## config.mk

```make
export PLATFORM = sky130hd
export DESIGN_NAME = lb_loopback_mapper
export DESIGN_NICKNAME = d
export VERILOG_FILES = /design/src/rtl/lb_pkg.sv /design/src/rtl/lb_modem_map.sv /design/src/rtl/lb_brk_edge.sv /design/src/rtl/lb_push_arb.sv /design/src/rtl/lb_loopback_mapper.sv
export SDC_FILE = /design/constraint.sdc
export NUM_CORES = 1
export LEC_CHECK = 0
export ABC_CLOCK_PERIOD_IN_PS = 3160
export BUFFER_PORTS_ARGS = -buffer_cell sky130_fd_sc_hd__buf_2
export CAP_MARGIN = 30
export CORE_MARGIN = 2
export CORE_UTILIZATION = 47
export CTS_BUF_LIST = sky130_fd_sc_hd__clkbuf_8 sky130_fd_sc_hd__clkbuf_16
export DETAILED_ROUTE_END_ITERATION = 6
export PLACE_DENSITY = 0.94
export SLEW_MARGIN = 30
export SYNTH_ARGS = -nofsm -noshare
export SYNTH_HDL_FRONTEND = slang
export SYNTH_SLANG_ARGS = --single-unit
```

## constraint.sdc

```tcl
create_clock -name clk -period 3.16 [get_ports clk]
set_clock_uncertainty 0.1 [all_clocks]
set_input_delay 0.158 -clock clk [delete_from_list [all_inputs] [get_ports clk]]
set_output_delay 0.158 -clock clk [all_outputs]
set_load 0.05 [all_outputs]
```

## src/rtl/lb_pkg.sv

```systemverilog
package lb_pkg;
  typedef struct packed {
    logic ri;
    logic dcd;
    logic cts;
    logic dsr;
  } mstat_t;

  localparam int BRK_POS = 10;
endpackage

```

## src/rtl/lb_modem_map.sv

```systemverilog
module lb_modem_map
  import lb_pkg::*;
(
  input  logic   clk,
  input  logic   rst_n,
  input  logic   ctl_wr,
  input  logic   ctl_loop_en,
  input  mstat_t ctl_map,
  input  mstat_t pins,
  output logic   loop_q,
  output mstat_t flags,
  output logic   ms_wr,
  output logic [3:0] ms_bits
);
  logic   map_now;
  logic   follow_pins;

  assign map_now     = ctl_wr && ctl_loop_en;
  assign follow_pins = ctl_wr ? !ctl_loop_en : !loop_q;

  always_ff @(posedge clk or negedge rst_n) begin
    if (!rst_n) begin
      loop_q  <= 1'b0;
      flags   <= '0;
      ms_wr   <= 1'b0;
      ms_bits <= '0;
    end else begin
      ms_wr <= map_now;
      if (ctl_wr) loop_q <= ctl_loop_en;
      if (map_now) begin
        flags   <= ctl_map;
        ms_bits <= ctl_map;
      end else if (follow_pins) begin
        flags <= pins;
      end
    end
  end

  p_hold_r5: assert property (@(posedge clk) disable iff (!rst_n)
    (loop_q && !ctl_wr) |=> $stable(flags));
  p_follow_r6: assert property (@(posedge clk) disable iff (!rst_n)
    (!loop_q && !ctl_wr) |=> (flags == $past(pins)));
  p_irq_loop_r4: assert property (@(posedge clk) disable iff (!rst_n)
    ms_wr |-> loop_q);
endmodule

```

## src/rtl/lb_brk_edge.sv

```systemverilog
module lb_brk_edge (
  input  logic clk,
  input  logic rst_n,
  input  logic brk_req,
  input  logic loop_on,
  output logic brk_rise
);
  logic brk_q;

  always_ff @(posedge clk or negedge rst_n) begin
    if (!rst_n) brk_q <= 1'b0;
    else        brk_q <= brk_req;
  end

  assign brk_rise = brk_req && !brk_q && loop_on;

  p_edge_r8: assert property (@(posedge clk) disable iff (!rst_n)
    brk_rise |=> !brk_rise);
endmodule

```

## src/rtl/lb_push_arb.sv

```systemverilog
module lb_push_arb
  import lb_pkg::*;
#(
  parameter int DATA_W = 8,
  parameter int WORD_W = 12
) (
  input  logic              clk,
  input  logic              rst_n,
  input  logic              loop_on,
  input  logic              brk_rise,
  input  logic              tx_valid,
  output logic              tx_ready,
  input  logic [DATA_W-1:0] tx_data,
  input  logic              erx_valid,
  output logic              erx_ready,
  input  logic [DATA_W-1:0] erx_data,
  output logic              push_valid,
  input  logic              push_ready,
  output logic [WORD_W-1:0] push_data
);
  localparam logic [WORD_W-1:0] BRK_WORD = WORD_W'(1) << BRK_POS;

  logic brk_pend;
  logic slot_free;
  logic take_brk;

  assign slot_free = !push_valid || push_ready;
  assign take_brk  = slot_free && loop_on && brk_pend;
  assign tx_ready  = !loop_on || (slot_free && !brk_pend);
  assign erx_ready = loop_on || slot_free;

  always_ff @(posedge clk or negedge rst_n) begin
    if (!rst_n) begin
      push_valid <= 1'b0;
      push_data  <= '0;
      brk_pend   <= 1'b0;
    end else begin
      brk_pend <= (brk_pend && !take_brk) || brk_rise;
      if (slot_free) begin
        if (take_brk) begin
          push_valid <= 1'b1;
          push_data  <= BRK_WORD;
        end else if (loop_on && tx_valid) begin
          push_valid <= 1'b1;
          push_data  <= WORD_W'(tx_data);
        end else if (!loop_on && erx_valid) begin
          push_valid <= 1'b1;
          push_data  <= WORD_W'(erx_data);
        end else begin
          push_valid <= 1'b0;
        end
      end
    end
  end

  p_stall_r11: assert property (@(posedge clk) disable iff (!rst_n)
    (push_valid && !push_ready) |=> (push_valid && $stable(push_data)));
  p_brk_word_r8: assert property (@(posedge clk) disable iff (!rst_n)
    take_brk |=> (push_valid && push_data == BRK_WORD));
  p_drop_r9: assert property (@(posedge clk) disable iff (!rst_n)
    (loop_on && erx_valid && !tx_valid && !brk_pend && slot_free) |=> !push_valid);
endmodule

```

## src/rtl/lb_loopback_mapper.sv

```systemverilog
module lb_loopback_mapper
  import lb_pkg::*;
#(
  parameter int DATA_W = 8,
  parameter int WORD_W = 12
) (
  input  logic              clk,
  input  logic              rst_n,
  input  logic              ctl_wr,
  input  logic              ctl_loop_en,
  input  logic              ctl_out2,
  input  logic              ctl_out1,
  input  logic              ctl_rts,
  input  logic              ctl_dtr,
  input  logic              brk_req,
  input  logic              pin_ri,
  input  logic              pin_dcd,
  input  logic              pin_cts,
  input  logic              pin_dsr,
  input  logic              tx_valid,
  output logic              tx_ready,
  input  logic [DATA_W-1:0] tx_data,
  input  logic              erx_valid,
  output logic              erx_ready,
  input  logic [DATA_W-1:0] erx_data,
  output logic              push_valid,
  input  logic              push_ready,
  output logic [WORD_W-1:0] push_data,
  output logic              st_ri,
  output logic              st_dcd,
  output logic              st_cts,
  output logic              st_dsr,
  output logic              ms_irq_wr,
  output logic [3:0]        ms_irq_bits
);
  mstat_t ctl_map, pins, flags;
  logic   loop_q, brk_rise;

  // Cross-mapping of control outputs onto status inputs
  assign ctl_map = '{ri: ctl_out2, dcd: ctl_out1, cts: ctl_rts, dsr: ctl_dtr};
  assign pins    = '{ri: pin_ri, dcd: pin_dcd, cts: pin_cts, dsr: pin_dsr};

  lb_modem_map i_map (
    .clk, .rst_n, .ctl_wr, .ctl_loop_en, .ctl_map, .pins,
    .loop_q, .flags, .ms_wr(ms_irq_wr), .ms_bits(ms_irq_bits)
  );

  lb_brk_edge i_brk (
    .clk, .rst_n, .brk_req, .loop_on(loop_q), .brk_rise
  );

  lb_push_arb #(.DATA_W(DATA_W), .WORD_W(WORD_W)) i_arb (
    .clk, .rst_n, .loop_on(loop_q), .brk_rise,
    .tx_valid, .tx_ready, .tx_data,
    .erx_valid, .erx_ready, .erx_data,
    .push_valid, .push_ready, .push_data
  );

  assign st_ri  = flags.ri;
  assign st_dcd = flags.dcd;
  assign st_cts = flags.cts;
  assign st_dsr = flags.dsr;
endmodule

```

**Yosys cells after proc, flatten, opt, wreduce, memory -nomap -nowiden**

Index checks and enable logic that the tools add are counted.

- Memories: 0
- Logic and storage cells: 42
- ROM bits: 0
- Register bits after elaboration: 25
- Memory bits (writable): 0
- Latch bits: 0

- Multipliers: 0
- Equal/unequal tests: 0
- Add/sub/neg operators: 0
- Mux-type cells: 9
- Bitwise gates (word level): 0
- Shifts and indexed selects: 0
- Divide/modulo/power cells: 0
- Reductions and logical operators: 22
- Magnitude comparators: 0

Operators with widths:

| operator | number |
|---|---|
| $mux W12 | 3 |
| $logic_and A1 B1 Y1 | 9 |
| $mux W4 | 2 |
| $logic_not A1 Y1 | 6 |
| $logic_or A1 B1 Y1 | 4 |
| $mux W1 | 4 |
| $reduce_bool A3 Y1 | 1 |
| $reduce_and A2 Y1 | 1 |
| $reduce_bool A2 Y1 | 1 |

**Longest topological paths before layout**

- Depth in word-level cells: 7
- Gate-level depth with buffers: 4
- Depth with buffers taken out: 3

**Cells and area by module**

A second synthesis with hierarchy kept.

- Cell total of the unflattened synthesis: 84
- Area total of the unflattened synthesis: 1114.8 µm²

By module, submodules not included:

| module | sequential area each (µm²) | cells an instance | area each (µm²) | instances |
|---|---|---|---|---|
| lb_push_arb | 275.3 | 49 | 590.6 | 1 |
| lb_modem_map | 250.2 | 33 | 490.5 | 1 |
| lb_brk_edge | 25.0 | 2 | 33.8 | 1 |

**Least setup slack after synthesis**

No wires, ideal clock.

- Path type: flip-flop to output port
- From: register i_arb.push_valid
- To: output port tx_ready
- Slack: 0.855 ns
- Arrival time: 2.047 ns
- Cell stages (with the launch flop): 5
- Data required time: 2.902 ns
- Cell sequence: dfrtp_1 -> nand2b_1 -> clkbuf_2 -> inv_1 -> o21ai_0

- Word-level cells in the longest chain between the ends: 4

Ends and longest elaborated chain:

| item | line | RTL |
|---|---|---|
| from (decl) | lb_push_arb.sv:17 | `output logic push_valid,` |
| from (signal assigned) | lb_push_arb.sv:34 | `push_valid <= 1'b0;` |
| from (signal assigned) | lb_push_arb.sv:41 | `push_valid <= 1'b1;` |
| from (signal assigned) | lb_push_arb.sv:44 | `push_valid <= 1'b1;` |
| $logic_not A1 Y1 | lb_push_arb.sv:27 | `assign slot_free = !push_valid \|\| push_ready;` |
| $logic_or A1 B1 Y1 | lb_push_arb.sv:27 |  |
| $logic_and A1 B1 Y1 | lb_push_arb.sv:29 | `assign tx_ready = !loop_on \|\| (slot_free && !brk_pend);` |
| $logic_or A1 B1 Y1 | lb_push_arb.sv:29 |  |
| to (decl) | lb_loopback_mapper.sv:21 | `output logic tx_ready,` |

No other way between the ends.

**Final worst setup path**

- From: register i_map.loop_q
- To: register i_arb.push_data[7]

- Word-level cells in the longest chain between the ends: 4
- Elaborated cells between the ends (all ways): 9
- Classes of those cells: mux (2); reduce/logical (7)

Ends and longest elaborated chain:

| item | line | RTL |
|---|---|---|
| from (decl) | lb_modem_map.sv:10 | `output logic loop_q,` |
| from (signal assigned) | lb_modem_map.sv:29 | `if (ctl_wr) loop_q <= ctl_loop_en;` |
| $logic_not A1 Y1 or $logic_and A1 B1 Y1 (tied branches) | lb_push_arb.sv:46, lb_push_arb.sv:28 |  |
| $logic_and A1 B1 Y1, on equally long branches | lb_push_arb.sv:46, lb_push_arb.sv:28 |  |
| $reduce_bool A3 Y1 (no source line) | n/a |  |
| $reduce_and A2 Y1 (no source line) | n/a |  |
| to (signal assigned) | lb_push_arb.sv:45 | `push_data <= WORD_W'(tx_data);` |
| to (signal assigned) | lb_push_arb.sv:48 | `push_data <= WORD_W'(erx_data);` |
| to (decl) | lb_push_arb.sv:19 | `output logic [WORD_W-1:0] push_data` |

Several ways; a longest one is shown, not always the timed one.
A chain may end at the register's enable or synchronous reset.

==> results.py <==
metrics = {
    "run_status": {
        "status": "finished, final reports clean",
    },
    "global_routing": {
        "grt_pass1_vias": 836,
        "grt_pass1_wl_mm": 3.64,
        "track_usage_pct": 18.7,
        "grt-ovfl-total": 0,
        "grt_antenna_before_repair": 0,
        "grt_max_degree": 23,
    },
    "synth": {
        "syn_avg_cell_area_sq_um": 12.2,
        "synth_edf_count": 0,
        "syn_inst": 89,
        "ys_top_cells_by_area": "dfrtp_1 51%, mux2i_1 10%, o2bb2ai_1 5.6%",
        "synthTopCellsByCount": "22 x dfrtp_1, 11 x mux2i_1, 7 x o2bb2ai_1",
        "synth.most_common_cell": "dfrtp_1",
        "netlist_area_sq_um": 1090,
        "synth-seq-cells": 22,
        "synth.distinct_cells": 28,
        "synth_warnings": 0,
        "synth_top_cell_by_area": "dfrtp_1",
        "async_flop_share_pct": 100,
        "ys.flop_type": "dfrtp_1",
        "ys_seq_area_share_pct": 50.6,
        "synth_top_area_share_pct": 50.6,
    },
    "floorplan": {
        "initial_core_util_pct": 49.7,
        "fp-row-count": 17,
        "die_w_um": 52.1,
        "die_h_um": 52.1,
        "die_area_sq_um": 2720,
        "ios": 56,
        "core_area_sq_um": 2190,
    },
    "clock_network": {
        "tritoncts": "built",
        "ctsRootBufferMaster": "clkbuf_8",
        "clock_path_buffers": 2,
        "cts_repair_resize_count": 0,
        "cts_setup_buffers": 0,
        "cts-htree-levels": 1,
        "insertion_delay_ps": 260,
        "cts_sinks": 22,
        "clkTransAtPathRegs_ps": 70,
        "cts_buffers": 3,
    },
    "pwr": {
        "cellPowerDensity_nw_per_um2": 626,
        "fin_total_pwr_mw": 0.883,
        "cellLeakagePower_nw": 0.736,
        "vdd_ir_drop_max_mv": 0.450,
    },
    "worst_setup_path": {
        "setup.worst_path.start_class": "flop",
        "worstPathCellList": "nand2b_2 -> o221ai_4 -> mux2_4",
        "cp.arrival_ps": 1890,
        "crit_required_ps": 3210,
        "endpoint_kind": "flop",
        "cpMaxStageDelayCell": "dfrtp_1",
        "cp_slowest_stage_delay_ps": 800,
        "crit_fanout": 22,
        "critical_path_class": "reg -> reg",
    },
    "final_layout": {
        "fin_nets": 174,
        "finalNonFillerCells": 169,
        "num_antenna_cells": 0,
        "syn_to_final_growth_pct": 29.5,
        "post_route_cells_drive_above_1_share_pct": 47.5,
    },
    "placement": {
        "dp_cells": 163,
        "port_buffers": 52,
        "gp_congestion": 0.798,
        "hpwl_mm": 1.76,
        "dp_slack_ps": 1340,
    },
    "sta": {
        "fin_crit_sh_pct": 58.2,
        "slew_headroom_pct": 53.4,
        "rsz0062_at_grt": "false",
        "finalCriticalPeriod_ps": 1840,
        "max_freq_mhz": 544,
        "setup_tns_ps": 0,
        "setup_slack_ps": 1320,
        "worst_pin_slew_ps": 699,
        "drv_slew": 0,
        "setup-violations-final": 0,
        "hold_viol": 0,
    },
    "detailed_routing": {
        "wl_per_cell_um": 13.6,
        "drt-total-wl_mm": 2.31,
        "via_per_inst": 5.20,
        "vias": 879,
        "antenna_left": 0,
        "drc": 0,
        "dr.pass1.iters": 4,
        "dr.first_iter.drc_count": 20,
    },
    "hold_path": {
        "hp-class": "in -> reg",
    },
    "job": {
        "cap_violations": 0,
    },
}
-- flip-flops by register name, indices dropped and copies added, names as in the netlist --
signal	flops
i_brk.brk_q	1
i_arb.brk_pend	1
i_map.ms_bits	4
i_map.loop_q	1
i_arb.push_data	9
i_map.flags	4
i_map.ms_wr	1
i_arb.push_valid	1
-- layout make-up --
cell class                 count  area (sq um)
multi-input combinational     57           474
tap                           28          35.0
timing repair buffer          54           280
clock buffer                   4          55.1
fill                         181           781
sequential                    22           551
inverter                       4          15.0
-- cells in the final DEF, fill, tap and decap left out, drive strengths merged, types with 3 or more instances in the layout --
master   netlist  routed
a211oi         4       4
clkbuf         1       4
mux2           5       5
o21ai          3       3
inv            4       4
a21oi          4       4
conb           1       3
mux2i         11      11
nor2b          4       4
nand2          5       5
o2bb2ai        7       7
dfrtp         22      22
buf            7      52
-- power breakdown --
| group | total (mW) | internal [mW] | switching, mW |
|---|---|---|---|
| registers | 0.358 | 0.325 | 0.0326 |
| clock network | 0.197 | 0.111 | 0.0864 |
| logic | 0.328 | 0.0944 | 0.233 |
| total | 0.883 | 0.530 | 0.352 |
-- layer usage --
metal / vias up / global-route usage (%) / part of all wire (%)
li1: 421 / - / -
met1: 409 / 21.2 / 41
met2: 45 / 32.5 / 47
met3: 4 / 3.45 / 9.0
met4: 0 / 10.5 / 2.3
met5: - / 0 / 0
-- cells by family (layout without fill, tap and decap cells) --
logic type             after synthesis  in the layout  synth area share (%)
multiplexers                        16             16                  15.6
other                                1              3                 0.344
AND/OR/NAND/NOR                     14             14                  7.70
buffers and inverters               12             62                  6.55
AO/OA/AOI/OAI                       24             24                  19.2
flip-flops                          22             22                  50.6
-- through the flow --
step | hold WS, ps | instance area (sq um) | util, %
after global placement | 31.9 | 1340 | 60.9
after CTS | 40.5 | 1410 | 64.4
after global routing | 44.9 | 1410 | 64.4
after detailed placement | 39.0 | 1340 | 60.9
after floorplan | -238 | 1100 | -
final | 47.4 | 1410 | 64.4
-- critical path, delay by kind of cell, from the launching register on --
family	cells	cell delay, ps
AND/OR/NAND/NOR	1	170
AO/OA/AOI/OAI	1	330
multiplexers	1	330
flip-flops	1	800
-- path summary, 6_finish.rpt --
path,start,end,slack (ps),depth (start not counted)
setup / recovery,i_map.loop_q,i_arb.push_data[7],1320,3
max in group asynchronous,rst_n,i_map.flags[2],2360,2
hold reg to reg,i_arb.push_data[1],i_arb.push_data[1],390,1
hold / removal,ctl_out2,i_map.ms_bits[3],50,2
setup reg to reg,i_map.loop_q,i_arb.push_data[7],1320,3
min in group asynchronous,rst_n,i_arb.push_data[7],280,2
-- repair_timing --
action | CTS | global route
hold endpoints to repair | 23 | 0
hold buffers | 2 | 0
endpoints found under the setup margin | 0 | 0
(Power assumes the default switching activity.)
